`src/rtl/rxhf_pkg.sv`:
```
package rxhf_pkg;
    typedef enum logic [1:0] {
        RX_RUN   = 2'd0,
        RX_DRAIN = 2'd1,
        RX_HALT  = 2'd2
    } rx_state_e;

    localparam int STAT_CRC     = 0;
    localparam int STAT_RUNT    = 1;
    localparam int STAT_LONG    = 2;
    localparam int STAT_LCOL    = 3;
    localparam int STAT_LEN_LSB = 4;
endpackage

```
`src/rtl/rxhf_ctrl.sv`:
```
module rxhf_ctrl
    import rxhf_pkg::*;
(
    input  logic clk,
    input  logic rst_n,
    input  logic rx_en_i,
    input  logic flush_set_i,
    input  logic in_valid_i,
    input  logic in_sop_i,
    input  logic in_eop_i,
    output logic accept_o,
    output logic start_o,
    output logic end_o,
    output logic fifo_clr_o,
    output logic halted_o,
    output logic stop_pulse_o,
    output logic flush_busy_o
);
    typedef struct packed {
        rx_state_e state;
        logic      in_frame;
        logic      flush;
        logic      stop;
    } ctrl_t;

    ctrl_t c_q, c_d;
    logic  acc, st, fin, clr;

    always_comb begin
        c_d = c_q;
        acc = c_q.in_frame ? in_valid_i
                           : (in_valid_i & in_sop_i & rx_en_i & (c_q.state == RX_RUN));
        st  = acc & ~c_q.in_frame;
        fin = acc & in_eop_i;
        clr = (c_q.state == RX_HALT) & c_q.flush;

        c_d.in_frame = (c_q.in_frame | st) & ~fin;
        c_d.flush    = (c_q.flush & ~clr) | flush_set_i;

        case (c_q.state)
            RX_RUN:   if (!rx_en_i) c_d.state = c_d.in_frame ? RX_DRAIN : RX_HALT;
            RX_DRAIN: if (fin) c_d.state = RX_HALT;
            RX_HALT:  if (rx_en_i && !c_q.flush) c_d.state = RX_RUN;
            default:  c_d.state = RX_HALT;
        endcase

        c_d.stop = (c_d.state == RX_HALT) && (c_q.state != RX_HALT);
    end

    always_ff @(posedge clk or negedge rst_n) begin
        if (!rst_n) begin
            c_q.state    <= RX_HALT;
            c_q.in_frame <= 1'b0;
            c_q.flush    <= 1'b0;
            c_q.stop     <= 1'b0;
        end else begin
            c_q <= c_d;
        end
    end

    assign accept_o     = acc;
    assign start_o      = st;
    assign end_o        = fin;
    assign fifo_clr_o   = clr;
    assign halted_o     = (c_q.state == RX_HALT);
    assign stop_pulse_o = c_q.stop;
    assign flush_busy_o = c_q.flush;


    stop_single_chk: assert property (@(posedge clk) disable iff (!rst_n)
        c_q.stop |=> !c_q.stop);


    drain_hold_chk: assert property (@(posedge clk) disable iff (!rst_n)
        (c_q.state == RX_DRAIN) && !(in_valid_i && in_eop_i) |=> (c_q.state == RX_DRAIN));
endmodule

```
`src/rtl/rxhf_status.sv`:
```
module rxhf_status
    import rxhf_pkg::*;
#(
    parameter int MIN_LEN = 64,
    parameter int MAX_LEN = 1518,
    parameter int LEN_W   = 11,
    parameter int STAT_W  = 15
) (
    input  logic              clk,
    input  logic              rst_n,
    input  logic              accept_i,
    input  logic              start_i,
    input  logic              end_i,
    input  logic              rxer_i,
    input  logic              crc_bad_i,
    input  logic              late_col_i,
    output logic              stat_valid_o,
    output logic [STAT_W-1:0] stat_word_o
);
    localparam logic [LEN_W-1:0] LEN_SAT = LEN_W'(MAX_LEN + 1);

    typedef struct packed {
        logic [LEN_W-1:0]  len;
        logic              rxer;
        logic              valid;
        logic [STAT_W-1:0] word;
    } stat_t;

    stat_t            s_q, s_d;
    logic [LEN_W-1:0] len_now;
    logic             rxer_now, runt, long_f;

    always_comb begin
        s_d       = s_q;
        s_d.valid = 1'b0;
        len_now   = s_q.len;
        rxer_now  = s_q.rxer;
        runt      = 1'b0;
        long_f    = 1'b0;
        if (accept_i) begin
            if (start_i)               len_now = LEN_W'(1);
            else if (s_q.len == LEN_SAT) len_now = LEN_SAT;
            else                       len_now = s_q.len + LEN_W'(1);
            rxer_now = (start_i ? 1'b0 : s_q.rxer) | rxer_i;
            s_d.len  = len_now;
            s_d.rxer = rxer_now;
            if (end_i) begin
                runt   = int'(len_now) < MIN_LEN;
                long_f = int'(len_now) > MAX_LEN;
                s_d.word = '0;
                s_d.word[STAT_CRC]  = (crc_bad_i | rxer_now) & ~runt & ~long_f & ~late_col_i;
                s_d.word[STAT_RUNT] = runt;
                s_d.word[STAT_LONG] = long_f;
                s_d.word[STAT_LCOL] = late_col_i;
                s_d.word[STAT_LEN_LSB +: LEN_W] = len_now;
                s_d.valid = 1'b1;
            end
        end
    end

    always_ff @(posedge clk or negedge rst_n) begin
        if (!rst_n) s_q <= '0;
        else        s_q <= s_d;
    end

    assign stat_valid_o = s_q.valid;
    assign stat_word_o  = s_q.word;


    crc_masked_chk: assert property (@(posedge clk) disable iff (!rst_n)
        s_q.valid |-> !(s_q.word[STAT_CRC] &&
                        (s_q.word[STAT_RUNT] || s_q.word[STAT_LONG] || s_q.word[STAT_LCOL])));
endmodule

```
`src/rtl/rxhf_fifo.sv`:
```
module rxhf_fifo #(
    parameter int DEPTH = 32,
    parameter int AW    = $clog2(DEPTH)
) (
    input  logic       clk,
    input  logic       rst_n,
    input  logic       clr_i,
    input  logic       wr_en_i,
    input  logic [7:0] wr_data_i,
    input  logic       rd_en_i,
    output logic [7:0] rd_data_o,
    output logic       empty_o
);
    localparam int PW = AW + 1;

    typedef struct packed {
        logic [PW-1:0] wr;
        logic [PW-1:0] rd;
    } ptr_t;

    ptr_t          p_q, p_d;
    logic [PW-1:0] fill;
    logic          we, re, full;
    logic [7:0]    mem [DEPTH];

    always_comb begin
        fill = p_q.wr - p_q.rd;
        full = (fill == PW'(DEPTH));
        we   = wr_en_i & ~full;
        re   = rd_en_i & (fill != '0);
        p_d  = p_q;
        p_d.wr = p_q.wr + PW'(we);
        p_d.rd = p_q.rd + PW'(re);
        if (clr_i) p_d = '0;
    end

    always_ff @(posedge clk or negedge rst_n) begin
        if (!rst_n) p_q <= '0;
        else        p_q <= p_d;
    end

    for (genvar g = 0; g < DEPTH; g++) begin : g_cell
        always_ff @(posedge clk) begin
            if (we && p_q.wr[AW-1:0] == AW'(g)) mem[g] <= wr_data_i;
        end
    end

    assign rd_data_o = mem[p_q.rd[AW-1:0]];
    assign empty_o   = (fill == '0);


    no_overflow_chk: assert property (@(posedge clk) disable iff (!rst_n)
        fill <= PW'(DEPTH));
endmodule

```
`src/rtl/rx_halt_flush_ctrl.sv`:
```
module rx_halt_flush_ctrl #(
    parameter  int DEPTH   = 32,
    parameter  int MIN_LEN = 64,
    parameter  int MAX_LEN = 1518,
    localparam int LEN_W   = $clog2(MAX_LEN + 2),
    localparam int STAT_W  = LEN_W + 4
) (
    input  logic              clk,
    input  logic              rst_n,
    input  logic              rx_en_i,
    input  logic              flush_set_i,
    output logic              flush_busy_o,
    input  logic              in_valid_i,
    input  logic              in_sop_i,
    input  logic              in_eop_i,
    input  logic [7:0]        in_data_i,
    input  logic              in_rxer_i,
    input  logic              in_crc_bad_i,
    input  logic              in_late_col_i,
    input  logic              rd_en_i,
    output logic [7:0]        rd_data_o,
    output logic              fifo_empty_o,
    output logic              rx_halted_o,
    output logic              stop_pulse_o,
    output logic              stat_valid_o,
    output logic [STAT_W-1:0] stat_word_o
);
    logic accept, start, fin, clr;

    rxhf_ctrl u_ctrl (
        .clk          (clk),
        .rst_n        (rst_n),
        .rx_en_i      (rx_en_i),
        .flush_set_i  (flush_set_i),
        .in_valid_i   (in_valid_i),
        .in_sop_i     (in_sop_i),
        .in_eop_i     (in_eop_i),
        .accept_o     (accept),
        .start_o      (start),
        .end_o        (fin),
        .fifo_clr_o   (clr),
        .halted_o     (rx_halted_o),
        .stop_pulse_o (stop_pulse_o),
        .flush_busy_o (flush_busy_o)
    );

    rxhf_fifo #(.DEPTH(DEPTH)) u_fifo (
        .clk       (clk),
        .rst_n     (rst_n),
        .clr_i     (clr),
        .wr_en_i   (accept),
        .wr_data_i (in_data_i),
        .rd_en_i   (rd_en_i),
        .rd_data_o (rd_data_o),
        .empty_o   (fifo_empty_o)
    );

    rxhf_status #(
        .MIN_LEN (MIN_LEN),
        .MAX_LEN (MAX_LEN),
        .LEN_W   (LEN_W),
        .STAT_W  (STAT_W)
    ) u_status (
        .clk          (clk),
        .rst_n        (rst_n),
        .accept_i     (accept),
        .start_i      (start),
        .end_i        (fin),
        .rxer_i       (in_rxer_i),
        .crc_bad_i    (in_crc_bad_i),
        .late_col_i   (in_late_col_i),
        .stat_valid_o (stat_valid_o),
        .stat_word_o  (stat_word_o)
    );


    flush_empty_chk: assert property (@(posedge clk) disable iff (!rst_n)
        $fell(flush_busy_o) |-> fifo_empty_o);


    flush_after_halt_chk: assert property (@(posedge clk) disable iff (!rst_n)
        $fell(flush_busy_o) |-> $past(rx_halted_o));


    halted_quiet_chk: assert property (@(posedge clk) disable iff (!rst_n)
        rx_halted_o && $past(rx_halted_o) |-> !stat_valid_o);
endmodule

```
`config.mk`:
```
export PLATFORM = sky130hd
export DESIGN_NAME = rx_halt_flush_ctrl
export DESIGN_NICKNAME = d
export VERILOG_FILES = /design/src/rtl/rxhf_pkg.sv /design/src/rtl/rxhf_ctrl.sv /design/src/rtl/rxhf_status.sv /design/src/rtl/rxhf_fifo.sv /design/src/rtl/rx_halt_flush_ctrl.sv
export SDC_FILE = /design/constraint.sdc
export NUM_CORES = 1
export LEC_CHECK = 0
export BUFFER_PORTS_ARGS = -buffer_cell sky130_fd_sc_hd__clkbuf_2
export CAP_MARGIN = 30
export CORE_MARGIN = 2
export CORE_UTILIZATION = 50
export DETAILED_ROUTE_END_ITERATION = 16
export PLACE_DENSITY = 0.79
export SYNTH_ARGS = -nofsm -noshare
export SYNTH_HDL_FRONTEND = slang
export SYNTH_HIERARCHICAL = 1
export SYNTH_SLANG_ARGS = --single-unit
```
`constraint.sdc`:
```
create_clock -name clk -period 4.7 [get_ports clk]
set_input_delay 0.47 -clock clk [delete_from_list [all_inputs] [get_ports clk]]
set_output_delay 0.47 -clock clk [all_outputs]
set_load 0.01 [all_outputs]
```
==> key figures, run 1 <==
Outcome
  – Status: complete, no violations

CTS
  – Clock root buffer master: clkbuf_16
  – CTS tree: done
  – Post_cts resized: 0
  – H-tree levels: 1
  – Hold buffer count at cts: 0
  – Maximum clock path buffer count: 3
  – # Post-CTS Setup Buffers: 0
  – Clk sink count: 301
  – Reg clk slew, reported paths: 0.06 ns
  – Skew-Pair Late Insertion Delay: 0.54 ns
  – CTS Buf Count: 30

Synth
  – Syn Area/Cell: 15.51 µm²
  – Syn nets: 854
  – Synth cell types: 64
  – Synth warn: 6
  – Register area share after synthesis: 68.87%
  – Number of synthesized flops with an enable pin: 256
  – Synthesized area: 12800 µm²
  – Ys flop type: edfxtp_1
  – Asr flop ratio synth: 14.95%
  – Syn Inst Count: 825
  – Synth Register Bits: 301

Cells and area
  – # diodes: 0
  – Filler Cells Inserted: 1884
  – Share of layout cells above drive strength 1: 18.14%
  – Final non-filler cell total: 1212
  – Fin nets: 887
  – Synthesis-to-layout area growth: 10.76%

Worst setup path
  – Reg2Reg Setup Slack: 1.37 ns
  – Worst path arrival time: 3.16 ns
  – Reg2Reg Depth: 12
  – Critical path launch point type: flip-flop
  – CP max FO: 98
  – Setup CP Type: flip-flop to output pin
  – Data required, critical path: 4.23 ns
  – Worst reg2reg endpoint: u_fifo/p_q[10]
  – Reg2reg start: u_fifo/p_q[3]
  – Endpoint class of the critical path: output pin

GRT
  – GRT overflow: 0
  – Tot GR Track Use: 19.63%
  – Pin count of the biggest net entering global routing: 99
  – Vias in the first global route: 7123
  – Initial antenna violation count: 0
  – First-pass GRT wire length: 40.47 mm

Routing
  – Drt drc: 0
  – Final WL: 25.70 mm
  – Vias: 7188
  – Vias per inst: 5.931
  – Antenna Nets Post-Route: 0
  – Wire per inst: 21.21 µm
  – DRT Pass-1 Iters: 7
  – Iteration-0 DRC Markers: 786

Floorplan
  – Die W: 164 µm
  – I/O pin total: 47
  – Die area: 26900 µm²
  – Die Height: 164 µm
  – # rows: 58
  – Starting Density: 50.83%
  – Core Area: 25180 µm²

STA
  – RSZ-0062 raised after global routing: false
  – Final hold violations: 0
  – Setup_tns: 0 ns
  – Pins over their slew limit: 0
  – Final Cycle Share: 77.26%
  – Min Clock Period, post-route: 3.631 ns
  – Highest clock rate: 275.4 MHz
  – Skew final: 0.01185 ns
  – Slew margin rel.: 33.42%
  – Worst Tran Pin Value: 0.9950 ns
  – Final setup viols: 0

Placement
  – Port Buffer Count: 46
  – Routability cong.: 0.8082
  – DPL Wire Length: 15.70 mm
  – Placed Cells: 1156

Pwr
  – Power per cell area: 480.0 nW/µm²
  – Lkg Pwr: 4.901 nW
  – VDD IR max: 333.9 µV

Worst hold path
  – Hold Path Class: input port to async pin

Flow run
  – Max_cap viols: 0
## where the power goes
part           leakage (nW)  internal (mW)  switching, mW  total (mW)
clock network         0.487           1.42          0.973        2.40
registers              2.89           2.97         0.0935        3.06
logic                  1.52          0.591          0.757        1.35
total                  4.90           4.98           1.82        6.81
## through the flow
stage               setup WS (ns)  instance area (µm²)  utilization, %  power, mW  hold WS [ns]
floorplan                   1.658                12800               -      4.178        0.1744
global placement            1.513                13170           52.31      4.437        0.4624
detailed placement          1.397                13170           52.31      4.469        0.4654
CTS                         1.002                14180           56.30      6.849       0.03444
global route               0.9677                14180           56.30      7.099       0.06050
finish                      1.069                14180           56.30      6.806       0.01586
## kinds of logic (layout without fill, tap and decap cells)
family	Yosys count	in the layout	share of synthesized area (%)
xor gates and xnor gates	20	20	1.369
AOI/OAI and AO/OA	109	109	6.530
DFF	301	301	68.87
adders and majority gates	11	11	1.056
muxes	101	101	11.08
and+or+nand+nor	213	213	7.703
buffers and inverters	70	127	3.392
## critical path: stages, from the launching register on
cell and delay, ns:
dfrtp_4 0.43, buf_12 0.52, mux4_2 0.60, a22o_1 0.28, a221oi_1 0.39, nand3_1 0.20
clkbuf_2 0.17
## worst max path at each step
stage	startpoint	slack, ns	to
after CTS	u_fifo/p_q[0]	1.00	rd_data_o[0]
after global placement	u_fifo/p_q[3]	1.51	u_fifo/p_q[10]
after detailed placement	u_fifo/p_q[3]	1.40	u_fifo/p_q[10]
after global routing	u_fifo/p_q[0]	0.97	rd_data_o[2]
after floorplan	u_fifo/p_q[3]	1.66	u_fifo/p_q[10]
final	u_fifo/p_q[0]	1.07	rd_data_o[0]
## placed cells by master, fill, tap and decap left out, types with 4 or more instances in the layout
| cell | instances |
|---|---|
| ha_1 | 10 |
| a211oi_1 | 4 |
| xor2_1 | 5 |
| nand2_1 | 67 |
| mux2i_1 | 63 |
| clkbuf_2 | 46 |
| mux4_2 | 32 |
| clkinv_1 | 5 |
| a221oi_1 | 6 |
| xnor2_1 | 15 |
| a31oi_1 | 5 |
| inv_1 | 12 |
| a22oi_1 | 26 |
| clkinv_2 | 7 |
| a21oi_1 | 14 |
| buf_4 | 12 |
| dfrtp_1 | 43 |
| clkbuf_16 | 31 |
| o21ai_0 | 10 |
| nand2b_1 | 5 |
| nor3_1 | 9 |
| bufinv_16 | 4 |
| o31ai_1 | 8 |
| mux2_2 | 6 |
| nand3_1 | 30 |
| nor2b_1 | 10 |
| nor2_1 | 68 |
| edfxtp_1 | 256 |
| clkbuf_1 | 4 |
| a22o_1 | 13 |
| and2_1 | 5 |
## sequential cells by signal (all words and copies together) (netlist names)
register	count
u_fifo/mem	256
u_status/stat_word_o	15
u_fifo/p_q	12
u_status/s_q	12
u_ctrl/c_q	3
u_ctrl/flush_busy_o	1
u_ctrl/stop_pulse_o	1
u_status/stat_valid_o	1
## per-layer routing
layer	GRT usage [%]	vias up	part of all wire, %
met1	28.18	3626	42
met2	30.94	292	48
met4	5.582	0	2.1
met3	3.788	40	8.3
li1	-	3230	-
met5	0	-	0
## synth_stat cells (all sizes together) (12+ instances only)
library cell  number  area share (%)
nand3             30             1.2
mux2i             63             4.9
mux4              32             5.6
dfrtp             44             8.6
edfxtp           256              60
nand2             67             2.0
clkbuf            14            0.50
nor2              69             2.0
a22oi             26             1.5
buf               44             2.5
inv               12            0.35
a22o              13            0.89
a21oi             15            0.62
xnor2             15             1.0
## area by class of cell
cell class / instances / area (µm²) / area share [%]
sequential: 301 / 8818 / 62.20
multi-input combinational: 454 / 3556 / 25.08
clock buffer: 35 / 790.8 / 5.578
tap: 330 / 412.9 / 2.912
timing repair buffer: 59 / 340.3 / 2.400
clock inverter: 21 / 214.0 / 1.509
inverter: 12 / 45.04 / 0.3177
No activity file was read; power rests on OpenSTA's default activity.
==> run 2: changes to the inputs <==
==> constraint.sdc (replaced) <==
create_clock -name clk -period 3.6 [get_ports clk]
set_input_delay 0.36 -clock clk [delete_from_list [all_inputs] [get_ports clk]]
set_output_delay 0.36 -clock clk [all_outputs]
set_load 0.01 [all_outputs]
==> run 2 against run 1 <==
Compared with the run above:
- flip-flop and latch count unchanged
- sequential power up 31%
- core utilization is 0.47 points higher
- critical path depth is 1 higher
- highest routed layer unchanged
- largest power group unchanged
- largest cell class unchanged
- sequential share of layout area down 0.52 points
- cell count grew 0.33%
- wire length decreased by 2.1%
- final area up 0.84%
- worst setup slack lost 0.89 ns
==> key figures, run 2 (same netlist as run 1, synthesis figures left out) <==
Floorplan
  – Die Height: 164 µm (unchanged)
  – Starting Density: 50.83% (unchanged)
  – Die W: 164 µm (unchanged)
  – # rows: 58 (unchanged)
  – Die area: 26900 µm² (unchanged)
  – I/O pin total: 47 (unchanged)
  – Core Area: 25180 µm² (unchanged)

STA
  – Final setup viols: 0 (unchanged)
  – Setup_tns: 0 ns (unchanged)
  – Skew final: 0.01390 ns (+0.002049 ns)
  – Slew margin rel.: 44.89% (+11 points)
  – RSZ-0062 raised after global routing: false
  – Worst Tran Pin Value: 0.8236 ns (-0.1714 ns)
  – Pins over their slew limit: 0 (unchanged)
  – Setup slack after layout: 0.1762 ns (-0.8926 ns)
  – Highest clock rate: 292.1 MHz
  – Min Clock Period, post-route: 3.424 ns
  – Final Cycle Share: 95.11%
  – Final hold violations: 0 (unchanged)

Cells and area
  – Final non-filler cell total: 1216 (+0.33%)
  – Filler Cells Inserted: 1898 (+0.74%)
  – Synthesis-to-layout area growth: 11.69%
  – Max reg flops: 256 (unchanged)
  – Fin nets: 891 (+0.45%)
  – # diodes: 0 (unchanged)
  – Top reg by flops: u_fifo/mem
  – Most frequent cells in the layout: 256 x edfxtp_1, 68 x nor2_1, 67 x nand2_1
  – Share of layout cells above drive strength 1: 18.74% (+0.60 points)
  – Most common cell after layout, fill and taps aside: edfxtp_1

Pwr
  – Pwr Total: 9.146 mW (+34%)
  – Switching share of power: 26.33% (-0.47 points)
  – Internal: 6.738 mW (+35%)
  – Clock power share: 36.6% (+1.4 points)
  – Power share of the combinational group: 19.5% (-0.3 points)
  – Power per cell area: 639.8 nW/µm² (+33%)
  – Sequential share of power: 43.9% (-1.1 points)
  – VDD IR max: 392.0 µV (+17%)
  – Switching power: 2.408 mW (+32%)
  – Lkg Pwr: 4.961 nW (+1.2%)

Worst setup path
  – Worst path arrival time: 3.06 ns (-0.10 ns)
  – CP max FO: 64 (-35%)
  – Slowest-stage cell, CP: dfrtp_4
  – Worst path max stage delay: 0.57 ns (-0.03 ns)
  – Endpoint class of the critical path: output pin
  – CP Cell Sequence: buf_12, mux2i_1, a22o_1, a2111oi_0, a31oi_1, nand3_1, clkbuf_2
  – Critical path launch point type: flip-flop
  – Setup CP Type: flip-flop to output pin
  – Data required, critical path: 3.24 ns (-0.99 ns)

Routing
  – DRT Pass-1 Iters: 6 (-1)
  – Antenna Nets Post-Route: 0 (unchanged)
  – Iteration-0 DRC Markers: 775 (-1.4%)
  – Vias per inst: 5.919 (-0.20%)
  – Vias: 7197 (+0.13%)
  – Wire per inst: 20.69 µm (-2.5%)
  – Final WL: 25.15 mm (-2.1%)
  – Drt drc: 0 (unchanged)

CTS
  – Clock root buffer master: clkbuf_16
  – Maximum clock path buffer count: 3 (unchanged)
  – Reg clk slew, reported paths: 0.06 ns (about the same)
  – CTS tree: done
  – # Post-CTS Setup Buffers: 0 (unchanged)
  – Skew-Pair Late Insertion Delay: 0.54 ns (about the same)
  – H-tree levels: 1 (unchanged)
  – Clk sink count: 301 (unchanged)
  – CTS Buf Count: 30 (unchanged)

Placement
  – Port Buffer Count: 46 (unchanged)
  – Routability cong.: 0.8523 (+5.5%)
  – DPL Wire Length: 16.20 mm (+3.2%)
  – Worst slack, placed: 0.5905 ns (-0.8061 ns)
  – Placed Cells: 1159 (+0.26%)

GRT
  – First-pass GRT wire length: 39.62 mm (-2.1%)
  – GRT overflow: 0 (unchanged)
  – Pin count of the biggest net entering global routing: 65 (-34%)
  – Vias in the first global route: 7072 (-0.72%)
  – Initial antenna violation count: 0 (unchanged)
  – Tot GR Track Use: 19.23% (-0.40 points)

Outcome
  – Status: complete, no violations

Flow run
  – Max_cap viols: 0 (unchanged)

Worst hold path
  – Hold Path Class: input port to flip-flop
run 2: changes by cell type in the layout (fill, tap and decap cells not counted), sizes merged:
cell,delta
clkinv,-7
bufinv,+2
clkbuf,+4
dlygate4sd3,+1
buf,+3
inv,+1
run 2: path summary, 6_finish.rpt:
path / from / end / slack, ns / depth (start not counted)
setup reg to reg: u_fifo/p_q[4] / u_fifo/mem[6][7] / 0.56 / 8
setup / recovery: u_fifo/p_q[0] / rd_data_o[1] / 0.18 / 7
hold / removal: flush_set_i / u_ctrl/flush_busy_o / 0.02 / 2
max in group asynchronous: rst_n / u_fifo/p_q[0] / 2.69 / 3
min in group asynchronous: rst_n / u_ctrl/flush_busy_o / 0.44 / 3
hold reg to reg: u_status/stat_word_o[6] / u_status/stat_word_o[6] / 0.48 / 1
run 2: power by group through the flow:
stage / registers, mW / clock network (mW) / logic [mW]
floorplan: 4.00 / 0 / 1.46
global placement: 4.09 / 0 / 1.75
detailed placement: 4.09 / 0 / 1.78
CTS: 4.02 / 3.40 / 1.79
global route: 4.04 / 3.53 / 1.94
finish: 4.02 / 3.34 / 1.78
run 2: critical path: cells and delay by family (launching register included):
family	cells	cell delay [ns]
muxes	1	0.15
buffers and inverters	2	0.51
DFF	1	0.57
and+or+nand+nor	1	0.17
AOI/OAI and AO/OA	3	1.02
run 2: timing repair:
action                                 4_1_cts  5_1_grt
hold buffers                                 1        0
resized for setup                            0        1
setup endpoints to repair                    0        1
endpoints found under the hold margin       44        0
run 2: metal layers:
layer / vias to the layer above / track usage, % / wire length (µm)
met5: - / 0 / 0
met4: 0 / 5.303 / 608
met3: 41 / 3.965 / 1837
li1: 3229 / - / -
met1: 3642 / 27.21 / 10580
met2: 285 / 30.65 / 12130
run 2: cell type report:
class                   instances  area (µm²)  area share [%]
repair buffers                 63       372.9           2.608
flip-flops and latches        301        8818           61.68
inverters                      12       45.04          0.3151
well taps                     330       412.9           2.888
multi-input cells             454        3557           24.88
clock buffers                  39       845.8           5.916
clock inverters                17       244.0           1.707
run 2: metrics by stage:
stage	cell area [µm²]	utilization (%)	hold WS, ns
4_1_cts	14300	56.77	0.004011
3_5_place_dp	13200	52.40	0.4692
5_1_grt	14300	56.77	0.01686
3_3_place_gp	13200	52.40	0.4621
6_report	14300	56.77	0.01756
2_1_floorplan	12800	-	0.06441
==> run 3: changes to the inputs <==
--- a/config.mk
+++ b/config.mk
@@ -7,10 +7,12 @@
 export LEC_CHECK = 0
 export BUFFER_PORTS_ARGS = -buffer_cell sky130_fd_sc_hd__clkbuf_2
 export CAP_MARGIN = 30
+export CELL_PAD_IN_SITES_DETAIL_PLACEMENT = 1
+export CELL_PAD_IN_SITES_GLOBAL_PLACEMENT = 1
 export CORE_MARGIN = 2
 export CORE_UTILIZATION = 50
 export DETAILED_ROUTE_END_ITERATION = 16
-export PLACE_DENSITY = 0.79
+export PLACE_DENSITY = 0.88
 export SYNTH_ARGS = -nofsm -noshare
 export SYNTH_HDL_FRONTEND = slang
 export SYNTH_HIERARCHICAL = 1
==> run 3 against run 2 <==
Compared with the run above:
- register-to-register slack worse by 0.17 ns
- combinational power is 7% higher
- final area is 0.38% higher
- global-route usage is 6.0 points higher
- flip-flop and latch count stayed put
- via count is 5.0% higher
- largest power group unchanged
==> key figures, run 3 (same netlist as run 1, synthesis figures left out) <==
Worst setup path
  – Data required, critical path: 3.24 ns (about the same)
  – Crit. Startpoint: u_fifo/p_q[0]
  – Endpoint class of the critical path: output pin
  – Setup CP Type: flip-flop to output pin
  – Worst path arrival time: 3.13 ns (+0.07 ns)
  – CP max FO: 37 (-42%)
  – Reg2reg start: u_fifo/p_q[4]
  – CP Cell Sequence: buf_6, buf_6, mux2i_1, a22oi_1, a31oi_1, nand3_1, clkbuf_2
  – Worst path max stage delay: 0.55 ns (-0.02 ns)
  – Reg2Reg Setup Slack: 0.39 ns (-0.17 ns)
  – Crit-path leading delay family: buffers and inverters
  – Slowest-stage cell, CP: dfrtp_4
  – WP buf/inv: 3 (+1)
  – Critical path launch point type: flip-flop
  – Cell mode on critical path: buf_6

STA
  – Min Clock Period, post-route: 3.490 ns (+0.06635 ns)
  – Setup_tns: 0 ns (unchanged)
  – Final hold violations: 0 (unchanged)
  – Highest clock rate: 286.5 MHz (-1.9%)
  – Final Cycle Share: 96.95% (+1.8 points)
  – Slew margin rel.: 33.51% (-11 points)
  – Final setup viols: 0 (unchanged)
  – Pins over their slew limit: 0 (unchanged)
  – Skew final: 0.01052 ns (-0.003379 ns)
  – Worst Tran Pin Value: 0.9936 ns (+0.1700 ns)
  – RSZ-0062 raised after global routing: false
  – Setup slack after layout: 0.1099 ns (-0.06635 ns)
  – Hold slack: 0.01193 ns (-0.005630 ns)

Cells and area
  – Share of layout cells above drive strength 1: 19.31% (+0.57 points)
  – Final non-filler cell total: 1227 (+0.90%)
  – Synthesis-to-layout area growth: 12.11%
  – Top reg by flops: u_fifo/mem
  – Most common cell after layout, fill and taps aside: edfxtp_1
  – Filler Cells Inserted: 2340 (+23%)
  – Max reg flops: 256 (unchanged)
  – Fin nets: 902 (+1.2%)
  – Most frequent cells in the layout: 256 x edfxtp_1, 68 x nor2_1, 67 x nand2_1
  – Post-Layout Inst Area: 14350 µm² (+0.38%)
  – Fin util: 56.99% (+0.21 points)

Routing
  – Antenna Nets Post-Route: 0 (unchanged)
  – Iteration-0 DRC Markers: 696 (-10%)
  – Wire per inst: 26.77 µm (+29%)
  – DRT Pass-1 Iters: 6 (unchanged)
  – Drt drc: 0 (unchanged)
  – Final WL: 32.85 mm (+31%)
  – Vias per inst: 6.158 (+4.0%)
  – Vias: 7556 (+5.0%)

CTS
  – Skew-Pair Late Insertion Delay: 0.57 ns (+0.03 ns)
  – # Post-CTS Setup Buffers: 0 (unchanged)
  – Clock root buffer master: clkbuf_16
  – CTS tree: done
  – CTS Buf Count: 30 (unchanged)
  – H-tree levels: 1 (unchanged)
  – Clk sink count: 301 (unchanged)
  – Reg clk slew, reported paths: 0.07 ns (about the same)
  – Maximum clock path buffer count: 3 (unchanged)

Placement
  – DPL Wire Length: 19.74 mm (+22%)
  – DP Area: 13260 µm² (+0.47%)
  – Placed Cells: 1169 (+0.86%)
  – Worst slack, placed: 0.5332 ns (-0.05732 ns)
  – Port Buffer Count: 46 (unchanged)
  – Routability cong.: 0.8399 (-1.5%)

Pwr
  – Power share of the combinational group: 20.7% (+1.2 points)
  – Switching power: 2.583 mW (+7.3%)
  – Power per cell area: 643.1 nW/µm² (+0.52%)
  – Sequential share of power: 43.7% (-0.2 points)
  – Internal: 6.645 mW (-1.4%)
  – Switching share of power: 27.99% (+1.7 points)
  – Clock power share: 35.6% (-1.0 points)
  – VDD IR max: 321.0 µV (-18%)
  – Lkg Pwr: 5.008 nW (+0.94%)
  – Pwr Total: 9.228 mW (+0.89%)

Floorplan
  – Starting Density: 50.83% (unchanged)
  – Die W: 164 µm (unchanged)
  – Die area: 26900 µm² (unchanged)
  – I/O pin total: 47 (unchanged)
  – Die Height: 164 µm (unchanged)
  – # rows: 58 (unchanged)
  – Core Area: 25180 µm² (unchanged)

Worst hold path
  – Hold_sp: flush_set_i
  – Hold Path Class: input port to flip-flop

GRT
  – Pin count of the biggest net entering global routing: 38 (-42%)
  – First-pass GRT wire length: 49.94 mm (+26%)
  – Vias in the first global route: 8145 (+15%)
  – Initial antenna violation count: 1 (+1)
  – GRT overflow: 0 (unchanged)
  – Tot GR Track Use: 25.27% (+6.0 points)

Outcome
  – Status: complete, no violations

Flow run
  – Max_cap viols: 0 (unchanged)
run 3: power by group through the flow:
stage          logic [mW]  clock network [mW]  registers [mW]
2_1_floorplan        1.46                   0            4.00
3_3_place_gp         1.77                   0            4.08
3_5_place_dp         1.85                   0            4.09
4_1_cts              1.91                3.34            4.03
5_1_grt              2.05                3.46            4.04
6_report             1.91                3.29            4.03
run 3: metal layers:
| layer | up-vias | routed length, µm | global-route usage, % |
|---|---|---|---|
| met5 | - | 13 | 0 |
| met4 | 2 | 1151 | 9.609 |
| met2 | 319 | 17090 | 44.75 |
| met3 | 80 | 1945 | 3.763 |
| met1 | 3902 | 12650 | 31.47 |
| li1 | 3253 | - | - |
run 3: final cells by class:
class	count	area, µm²	area share (%)
Sequential cell	301	8818	61.45
Clock buffer	39	825.8	5.755
Timing Repair Buffer	74	462.9	3.226
Inverter	12	45.04	0.3139
Antenna cell	1	2.502	0.01744
Multi-Input combinational cell	454	3568	24.87
Clock inverter	16	214.0	1.491
Tap cell	330	412.9	2.877
run 3: timing repair:
| action | CTS | global route |
|---|---|---|
| hold buffers | 1 | 0 |
| gates resized for setup | 2 | 2 |
| hold endpoints to repair | 33 | 0 |
| setup endpoints to repair | 2 | 2 |
run 3: worst paths after layout:
check,cells after the start,endpoint
max in group asynchronous,3,u_ctrl/c_q[4]
min in group asynchronous,2,u_status/s_q[19]
hold reg to reg,1,u_status/stat_word_o[7]
hold / removal,2,u_ctrl/flush_busy_o
setup / recovery,7,rd_data_o[6]
setup reg to reg,8,u_fifo/mem[27][0]
